[config.mk]
export PLATFORM = sky130hd
export DESIGN_NAME = mbox_regif
export DESIGN_NICKNAME = d
export VERILOG_FILES = /design/src/rtl/mbox_pkg.sv /design/src/rtl/mbox_ctrl.sv /design/src/rtl/mbox_dp.sv /design/src/rtl/mbox_regif.sv
export SDC_FILE = /design/constraint.sdc
export NUM_CORES = 1
export LEC_CHECK = 0
export CAP_MARGIN = 30
export CORE_ASPECT_RATIO = 0.5
export CORE_MARGIN = 2
export CORE_UTILIZATION = 35
export DETAILED_ROUTE_END_ITERATION = 10
export PLACE_DENSITY_LB_ADDON = 0.05
export SLEW_MARGIN = 20
export SYNTH_ARGS = -nofsm -noshare
export SYNTH_HDL_FRONTEND = slang
export SYNTH_SLANG_ARGS = --single-unit
[constraint.sdc]
create_clock -name clk -period 3.35 [get_ports clk]
set_input_delay 0.67 -clock clk [delete_from_list [all_inputs] [get_ports clk]]
set_output_delay 0.67 -clock clk [all_outputs]
set_load 0.03 [all_outputs]
[src/rtl/mbox_pkg.sv]
package mbox_pkg;
  localparam int unsigned OFS_REQ    = 'h43C;
  localparam int unsigned OFS_PARAM0 = 'h438;
  localparam int unsigned OFS_STATUS = 'h45C;
  localparam int unsigned OFS_RSP0   = 'h458;
  localparam int unsigned WORD_STEP  = 4;

  localparam int unsigned REQ_IPTYPE_LSB = 29;
  localparam int unsigned REQ_INST_LSB   = 24;
  localparam int unsigned REQ_TYPE_LSB   = 16;

  typedef enum logic [1:0] {ST_IDLE, ST_LAUNCH, ST_WAIT, ST_DONE} mboxState_t;

  typedef struct packed {
    logic reqLoad;
    logic reqClear;
    logic rspClear;
    logic rspLoad;
    logic protoErrSet;
  } mboxStrobe_t;

  function automatic int unsigned paramOfs(int unsigned idx);
    return OFS_PARAM0 - WORD_STEP * idx;
  endfunction

  function automatic int unsigned rspOfs(int unsigned idx);
    return OFS_RSP0 - WORD_STEP * idx;
  endfunction
endpackage

[src/rtl/mbox_ctrl.sv]
module mbox_ctrl
  import mbox_pkg::*;
#(
  parameter int ADDR_W = 12
) (
  input  logic              clk,
  input  logic              rstN,
  input  logic              regWr,
  input  logic [ADDR_W-1:0] regAddr,
  input  logic              wdataNonZero,
  input  logic              wdataReadyBit,
  input  logic              reqBusy,
  input  logic              cmdReady,
  input  logic              rspValid,
  output logic              cmdValid,
  output mboxStrobe_t       strobe
);
  localparam logic [ADDR_W-1:0] REQ_A    = ADDR_W'(OFS_REQ);
  localparam logic [ADDR_W-1:0] STATUS_A = ADDR_W'(OFS_STATUS);

  mboxState_t state, nextState;
  logic hitReq, hitStatus;

  assign hitReq    = regWr && (regAddr == REQ_A);
  assign hitStatus = regWr && (regAddr == STATUS_A);

  always_comb begin
    strobe    = '0;
    nextState = state;
    strobe.protoErrSet = hitReq && reqBusy;
    case (state)
      ST_IDLE: begin
        if (hitReq && !reqBusy && wdataNonZero) begin
          strobe.reqLoad  = 1'b1;
          strobe.rspClear = 1'b1;
          nextState       = ST_LAUNCH;
        end
      end
      ST_LAUNCH: if (cmdReady) nextState = ST_WAIT;
      ST_WAIT: begin
        if (rspValid) begin
          strobe.rspLoad = 1'b1;
          nextState      = ST_DONE;
        end
      end
      ST_DONE: begin
        if (hitStatus && !wdataReadyBit) begin
          strobe.reqClear = 1'b1;
          nextState       = ST_IDLE;
        end
      end
      default: nextState = ST_IDLE;
    endcase
  end

  always_ff @(posedge clk or negedge rstN) begin
    if (!rstN) state <= ST_IDLE;
    else       state <= nextState;
  end

  assign cmdValid = (state == ST_LAUNCH);
endmodule

[src/rtl/mbox_dp.sv]
module mbox_dp
  import mbox_pkg::*;
#(
  parameter int ADDR_W  = 12,
  parameter int DW      = 32,
  parameter int N_PARAM = 7,
  parameter int N_RSP   = 3
) (
  input  logic                  clk,
  input  logic                  rstN,
  input  mboxStrobe_t           strobe,
  input  logic                  regWr,
  input  logic [ADDR_W-1:0]     regAddr,
  input  logic [DW-1:0]         regWdata,
  output logic [DW-1:0]         regRdata,
  input  logic [3:0]            rspGenErr,
  input  logic [2:0]            rspCmdErr,
  input  logic [15:0]           rspShort,
  input  logic [N_RSP*DW-1:0]   rspData,
  output logic [DW-1:0]         reqWord,
  output logic                  readyFlag,
  output logic                  protoErr,
  output logic [N_PARAM*DW-1:0] paramFlat
);
  localparam logic [ADDR_W-1:0] REQ_A    = ADDR_W'(OFS_REQ);
  localparam logic [ADDR_W-1:0] STATUS_A = ADDR_W'(OFS_STATUS);
  localparam int PAD_W = DW - 16 - 9;

  logic [DW-1:0] paramQ [N_PARAM];
  logic [DW-1:0] rspQ   [N_RSP];
  logic [3:0]    genErrQ;
  logic [2:0]    cmdErrQ;
  logic [15:0]   shortQ;
  logic [DW-1:0] statusWord;

  always_ff @(posedge clk or negedge rstN) begin
    if (!rstN) begin
      for (int i = 0; i < N_PARAM; i++) paramQ[i] <= '0;
    end else if (regWr) begin
      for (int i = 0; i < N_PARAM; i++)
        if (regAddr == ADDR_W'(paramOfs(i))) paramQ[i] <= regWdata;
    end
  end

  always_ff @(posedge clk or negedge rstN) begin
    if (!rstN) begin
      reqWord <= '0;
      protoErr <= 1'b0;
    end else begin
      if (strobe.reqLoad)       reqWord <= regWdata;
      else if (strobe.reqClear) reqWord <= '0;
      if (strobe.protoErrSet)   protoErr <= 1'b1;
    end
  end

  always_ff @(posedge clk or negedge rstN) begin
    if (!rstN) begin
      readyFlag <= 1'b0;
      genErrQ   <= '0;
      cmdErrQ   <= '0;
      shortQ    <= '0;
      for (int j = 0; j < N_RSP; j++) rspQ[j] <= '0;
    end else if (strobe.rspLoad) begin
      readyFlag <= 1'b1;
      genErrQ   <= rspGenErr;
      cmdErrQ   <= rspCmdErr;
      shortQ    <= rspShort;
      for (int j = 0; j < N_RSP; j++) rspQ[j] <= rspData[j*DW +: DW];
    end else if (strobe.rspClear) begin
      readyFlag <= 1'b0;
      genErrQ   <= '0;
      cmdErrQ   <= '0;
      shortQ    <= '0;
      for (int j = 0; j < N_RSP; j++) rspQ[j] <= '0;
    end else if (strobe.reqClear) begin
      readyFlag <= 1'b0;
    end
  end

  assign statusWord = {shortQ, {PAD_W{1'b0}}, protoErr, cmdErrQ, genErrQ, readyFlag};

  always_comb begin
    regRdata = '0;
    if (regAddr == REQ_A)    regRdata = reqWord;
    if (regAddr == STATUS_A) regRdata = statusWord;
    for (int i = 0; i < N_PARAM; i++)
      if (regAddr == ADDR_W'(paramOfs(i))) regRdata = paramQ[i];
    for (int j = 0; j < N_RSP; j++)
      if (regAddr == ADDR_W'(rspOfs(j))) regRdata = rspQ[j];
  end

  for (genvar g = 0; g < N_PARAM; g++) begin : gParamOut
    assign paramFlat[g*DW +: DW] = paramQ[g];
  end
endmodule

[src/rtl/mbox_regif.sv]
module mbox_regif
  import mbox_pkg::*;
#(
  parameter int ADDR_W  = 12,
  parameter int N_PARAM = 7,
  parameter int N_RSP   = 3
) (
  input  logic                  clk,
  input  logic                  rstN,
  input  logic                  regWr,
  input  logic [ADDR_W-1:0]     regAddr,
  input  logic [31:0]           regWdata,
  output logic [31:0]           regRdata,
  output logic                  cmdValid,
  input  logic                  cmdReady,
  output logic [2:0]            cmdIpType,
  output logic [4:0]            cmdInstId,
  output logic [7:0]            cmdType,
  output logic [15:0]           cmdOpcode,
  output logic [N_PARAM*32-1:0] cmdParams,
  input  logic                  rspValid,
  input  logic [3:0]            rspGenErr,
  input  logic [2:0]            rspCmdErr,
  input  logic [15:0]           rspShort,
  input  logic [N_RSP*32-1:0]   rspData
);
  mboxStrobe_t strobe;
  logic [31:0] reqWord;
  logic readyFlag, protoErr;

  mbox_ctrl #(.ADDR_W(ADDR_W)) u_ctrl (
    .clk(clk), .rstN(rstN), .regWr(regWr), .regAddr(regAddr),
    .wdataNonZero(|regWdata), .wdataReadyBit(regWdata[0]),
    .reqBusy(|reqWord), .cmdReady(cmdReady), .rspValid(rspValid),
    .cmdValid(cmdValid), .strobe(strobe)
  );

  mbox_dp #(.ADDR_W(ADDR_W), .DW(32), .N_PARAM(N_PARAM), .N_RSP(N_RSP)) u_dp (
    .clk(clk), .rstN(rstN), .strobe(strobe), .regWr(regWr), .regAddr(regAddr),
    .regWdata(regWdata), .regRdata(regRdata), .rspGenErr(rspGenErr),
    .rspCmdErr(rspCmdErr), .rspShort(rspShort), .rspData(rspData),
    .reqWord(reqWord), .readyFlag(readyFlag), .protoErr(protoErr),
    .paramFlat(cmdParams)
  );

  assign cmdIpType = reqWord[31:REQ_IPTYPE_LSB];
  assign cmdInstId = reqWord[REQ_IPTYPE_LSB-1:REQ_INST_LSB];
  assign cmdType   = reqWord[REQ_INST_LSB-1:REQ_TYPE_LSB];
  assign cmdOpcode = reqWord[REQ_TYPE_LSB-1:0];
endmodule

Word level (Yosys, flattened, before mapping). Cells that the tools add are included.

Equality and inequality tests: 19. Order comparisons: 0. Bitwise gates (word level): 0. Shifts and indexed selects: 0. Mux-type cells: 36. Multipliers: 0. Reduce and logical (&&, ||, !) cells: 22. Add/subtract/negate cells: 0. Divide/modulo/power cells: 0.

Operators with widths (count): two-way mux 32 bit (14); two-way mux 96 bit (2); equality test 12 x 11 -> 1 bit, second input constant (12); OR reduction 32 bit (2); two-way mux 16 bit (2); AND reduction 2 bit (7); two-way mux 1 bit (9); two-way mux 2 bit (4); two-way mux 4 bit (2); case mux 2 bit (4 select lines) (1); logical AND 1 bit (6); two-way mux 3 bit (2); != test 2 x 1 -> 1 bit, second input constant (3); equality test 2 bit, second input constant (2); AND reduction 4 bit (1); nonzero test 2 bit (2); nonzero test 3 bit (1); equality test 2 x 1 -> 1 bit, second input constant (1); zero test 1 bit (2); zero test 2 bit (1); != test 2 bit, second input constant (1).

Memories: 0. Bits in writable memories: 0. Register bits: 379. ROM bits: 0. Bits in latches: 0.

Longest topological paths before layout.
Depth after elaboration: 13. Mapped depth: 9. Mapped depth without buffers: 5.

Hierarchy. From an unflattened synthesis, not the netlist that was laid out.

Cell total of the unflattened synthesis: 1684. Area, all modules: 18560.3 um2.

By module, submodules not included: mbox_dp (times used 1, sequential area each 9434.0 um2, area each 18106.1 um2, cells an instance 1631); mbox_ctrl (times used 1, sequential area each 50.0 um2, area each 304.0 um2, cells an instance 31); mbox_regif (times used 1, sequential area each 0.0 um2, area each 150.1 um2, cells an instance 22).

Worst setup path after synthesis. No wires, ideal clock.

Kind: input-to-output. Start point: in regAddr[3]. End point: out regRdata[28]. Stages on the path: 6. Data arrival time: 2.990 ns. Path slack: -0.310 ns. Cell sequence: buf_2 -> nand2b_1 -> or4b_2 -> nor2_1 -> a2111oi_0 -> nor4_1.

Cells in the longest elaborated chain, start to end: 13. Elaborated cells on any way between the ends: 24. Classes of those cells: eq/ne: 12; mux: 12.

RTL lines: from (decl) (line mbox_regif.sv:11) `input logic [ADDR_W-1:0] regAddr,`; equality test 12 x 11 -> 1 bit (line mbox_dp.sv:84) `if (regAddr == REQ_A) regRdata = reqWord;`; two-way mux 32 bit (line mbox_dp.sv:84); two-way mux 32 bit (line mbox_dp.sv:85) `if (regAddr == STATUS_A) regRdata = statusWord;`; two-way mux 32 bit (7 in a row) (line mbox_dp.sv:87) `if (regAddr == ADDR_W'(paramOfs(i))) regRdata = paramQ[i];`; two-way mux 32 bit (2 in a row) (line mbox_dp.sv:89) `if (regAddr == ADDR_W'(rspOfs(j))) regRdata = rspQ[j];`; two-way mux 32 bit (*) (line mbox_dp.sv:89); to (decl) (line mbox_regif.sv:13) `output logic [31:0] regRdata,`.

Mark *: on every way between the ends. The rest lies on a longest branch, timed or not.

Worst setup path in the final report.
Start point: in regAddr[8]. End point: out regRdata[2].

Same word-level chain as after synthesis.

==> run summary <==
The post-synth net total came out at 1,904. The analysis attributes to cell leakage a power of around 13 nW. The worst setup path is launched from an input pin.

The worst voltage drop across the vdd grid is 0.335 mV. The overflow left after global routing came out at 0. The portion of the post-synthesis area used by sequential elements is between 50 and 60%.

The final critical delay including setup and external delays is around 3400 ps. The die covers 0.0551 mm2. Dividing the detail-routed wire length by the instance count gives 29.6 um. In this run the worst hold path is classified as in -> async. The horizontal extent of the die is around 330 um. Summing every instance area after synthesis gives approximately 0.019 mm2. The first-pass iteration count of the detailed router came out at 5. The actual transition at the worst max-transition pin came out at ~840 ps. The number of pins with negative max-slew slack in the final report came out at 0.

The global-route wire length before repair is approximately 130 mm. The number of clock sinks seen by CTS came out at approximately 380. The maximum achievable frequency came out at roughly 300 MHz.

The overall routed net length came out at approximately 91 mm. The required time at the worst-slack endpoint came out at 2680 ps. Setup repair after global routing could not meet its margin everywhere.

The run finished, with violations left. The maximum cell stage delay along the critical path is 590 ps. The vias after detailed routing is approximately 17,000. In this run the power density over the cells is between 400 and 500 mW/mm2. The via density per instance is between 5 and 6. The number of nets in the finished design is ~2,500. The number of buffers between clock root and the deepest sink came out at 3. The number of buffers created by CTS came out at 37. The via count of the first global-routing pass is about 17,000. The worst clock skew came out at roughly 22 ps. The total design power is approximately 13 mW. The mean instance size in the synthesized netlist is about 11 um2. The final weighted congestion in routability-driven placement is between 1 and 1.5.

The worst setup timing slack at the placement stage is -754 ps. The final period utilization is 100%. The number of warnings printed during yosys synthesis came out at 0. In this run, the number of DRC markers left after iteration 0 of detailed routing was ~1,900. Counting flops with a built-in enable in the synthesized netlist gives 0.

The number of antenna violations at the first check in global routing came out at 4. For met3 alone, demand over resource in global routing was under 10%. The count of state elements after synthesis came out at between 300 and 400. The number of maximum-capacitance constraint violations came out at 0.

After clock tree synthesis, the clock-pin slew on the worst setup and hold paths is around 60 ps. The core outline area is about 0.052 mm2. In the routed design, unresolved DRC markers number 0. Measured against its own limit, the worst slew margin works out to between 40% and 50%. Tracing the worst setup path back leads to its startpoint at regAddr[8]. The synthesis-to-finish area growth is 50.9%. The checks that failed: negative setup slack. The placed wire-length estimate after detailed placement is slightly below 70 mm.

In this run the tool buffered the top-level ports with about 460 buffer cells. The pin count of the biggest net entering global routing is 76. The data arrival time of the critical path came out at ~2700 ps.

The H-tree level count is 2. The maximum fanout along the worst path is 5. With fillers left out, the area of the finished cells amounts to between 0.02 and 0.03 mm2.

The final count of negative-setup-slack endpoints came out at 2. During I/O placement, the number of pins put on the boundary was 457. TritonCTS built the clock tree. The multi-input combinational cells in the finished layout cover a total of between 0.008 and 0.009 mm2. The master cell of the clock root buffer is clkbuf_16. Clock latency on the worst-skew pair, taken at its later pin, is between 500 and 600 ps.

The post-route netlist has approximately 33% of its cells at a drive strength greater than 1. The global-route track usage on met2 came out at between 40% and 50%. The final critical-path setup slack is -5.24 ps. Counting every instance in the synthesized netlist gives between 1,500 and 2,000. The floorplan has slightly below 60 rows. The global routing stage identified its most utilized layer as met1. The setup path with the least slack is of type in -> out. The critical path goes through buf_8 -> or4_4 -> nor3_4 -> buf_6 -> nand2_4 -> buf_8 -> o22a_4 -> a32o_2 -> buf_6. The placement-stage cell area is about 0.026 mm2. The residual antenna-violating net count after detailed routing is 0. The worst setup path is captured at an output port. For this design, the slowest cell found on the critical path is or4_4. The filler cell count in the final layout came out at around 4,700. The startpoint of the worst-slack reg-to-reg timing path is u_dp.reqWord[6]. The overall die height came out at 167 um. The overall routing resource usage came out at 32.6%. The number of unique standard cell types used by synthesis came out at 79. For this run, the leading register cell type out of synthesis is dfrtp_1. The global routing met1 resource utilization is between 40 and 50%. The number of hold violations in the final report was 0.

For this configuration, the core starts out at a cell density of a little over a third. Counting flops with an async set or reset pin after synthesis yields a share of 100%. The flip-flop and latch area came out at 0.00948 mm2.
-- through the flow --
stage / hold slack [ps] / instances / setup TNS, ps / util (%)
after floorplan: 374 / 1732 / 0 / -
after global placement: 461 / 2978 / -44220 / 49.3
after detailed placement: 478 / 2978 / -45010 / 49.3
after CTS: 112 / 3069 / 0 / 53.2
after global routing: 120 / 3075 / -32.8 / 53.7
final: 90.9 / 3075 / -6.52 / 53.7
-- logic make-up (layout without fill, tap and decap cells) --
group	Yosys count	after routing	share of synthesized area, %
fa+ha+maj	4	4	0.269
flops	379	379	51.0
mux	279	279	17.2
simple gates	460	460	11.6
buf+inv	185	825	4.50
compound gates	425	425	15.4
other cells	0	2	0
-- final timing paths --
kind	endpoint	slack, ps	cells after the start
max reg2reg	u_dp.rspQ[79]	870	6
max	regRdata[2]	-5	9
max in group asynchronous	u_dp.paramFlat[188]	2340	2
min in group clk	u_dp.protoErr	510	1
min	u_dp.rspQ[29]	90	1
min reg2reg	u_dp.protoErr	510	1
-- routing by layer --
layer,wire length (um),up-vias,part of all wire [%]
met4,1840,0,2.0
met3,8820,121,9.7
met1,42000,8922,46
met5,0,-,0
li1,-,7501,-
met2,38500,790,42
-- worst max-delay path: cells and delay by family --
family                 cells  cell delay, ps
AO/OA/AOI/OAI              2             520
buffers and inverters      4             570
AND/OR/NAND/NOR            3             910
-- synth_stat cells (all sizes together), types with 3 or more instances --
cell | n | area, um2
nor4b | 5 | 58.8
a211oi | 21 | 158
nand2 | 290 | 1090
o211ai | 4 | 30.0
a221oi | 22 | 193
a31o | 5 | 43.8
o22ai | 27 | 169
a21o | 6 | 45.0
nor2 | 34 | 135
mux2 | 242 | 2730
and2 | 4 | 25.0
ha | 4 | 50.1
a2bb2oi | 4 | 35.0
o21ai | 162 | 886
clkbuf | 94 | 357
a21oi | 48 | 244
nor3 | 11 | 71.3
o31ai | 14 | 105
o211a | 10 | 100
dfrtp | 379 | 9480
a22o | 36 | 315
nand3 | 26 | 135
a2111oi | 3 | 26.3
buf | 73 | 412
nor2b | 8 | 50.1
or3 | 10 | 62.6
nor4 | 22 | 138
a32oi | 4 | 35.0
mux2i | 29 | 290
and3 | 11 | 73.8
nand4 | 6 | 37.5
inv | 17 | 63.8
mux4 | 8 | 180
a22oi | 19 | 143
a222oi | 4 | 40.0
a32o | 4 | 40.0
a31oi | 11 | 68.8
nand2b | 13 | 81.3
o32a | 4 | 40.0
nand3b | 6 | 45.0
-- cell type report --
| cell class | instances | area share (%) |
|---|---|---|
| diodes | 2 | 0.0178 |
| clock buffers | 57 | 4.19 |
| clock inverters | 9 | 0.580 |
| inverters | 18 | 0.241 |
| multi-input cells | 1168 | 31.9 |
| flip-flops and latches | 379 | 33.8 |
| well taps | 701 | 3.13 |
| repair buffers | 741 | 26.1 |
-- repair_timing --
item,in CTS,in global routing
pin swaps,26,22
setup buffers,20,7
gates cloned,5,0
hold buffers,0,0
resized for setup,129,66
setup endpoints to repair,32,32
-- state kept, by name, indices dropped and copies added (netlist names) --
register and count:
u_dp.paramFlat 224, u_dp.rspQ 96, u_dp.reqWord 32, u_dp.shortQ 16
u_dp.genErrQ 4, u_dp.cmdErrQ 3, u_ctrl.state 2, u_dp.protoErr 1
u_dp.readyFlag 1
-- where the power goes --
part | switching (mW) | internal [mW] | total [mW] | leakage, nW
clock network | 1.95 | 2.73 | 4.69 | 0.656
registers | 0.603 | 5.27 | 5.87 | 5.10
logic | 1.37 | 0.934 | 2.31 | 6.86
total | 3.93 | 8.94 | 12.9 | 12.6
-- layout by cell type (no fill, tap or decap), types with 9 or more instances in the layout --
cell             instances
a211oi_2                12
a21oi_1                 44
a221oi_1                17
a22o_1                  36
a22oi_1                 12
buf_12                  43
buf_4                  236
buf_6                   32
clkbuf_16               39
clkbuf_8                13
clkdlybuf4s50_1        411
dfrtp_1                379
inv_1                   17
mux2_2                 238
mux2i_1                 28
nand2_1                282
nand2b_1                12
nand3_1                 20
nor2_1                  29
nor4_1                  18
o211a_1                 10
o21ai_0                138
o21ai_2                 21
o22ai_1                  9
o22ai_2                 11
o31ai_1                  9
or3_1                    9
Power figures use the tool's default switching activity.
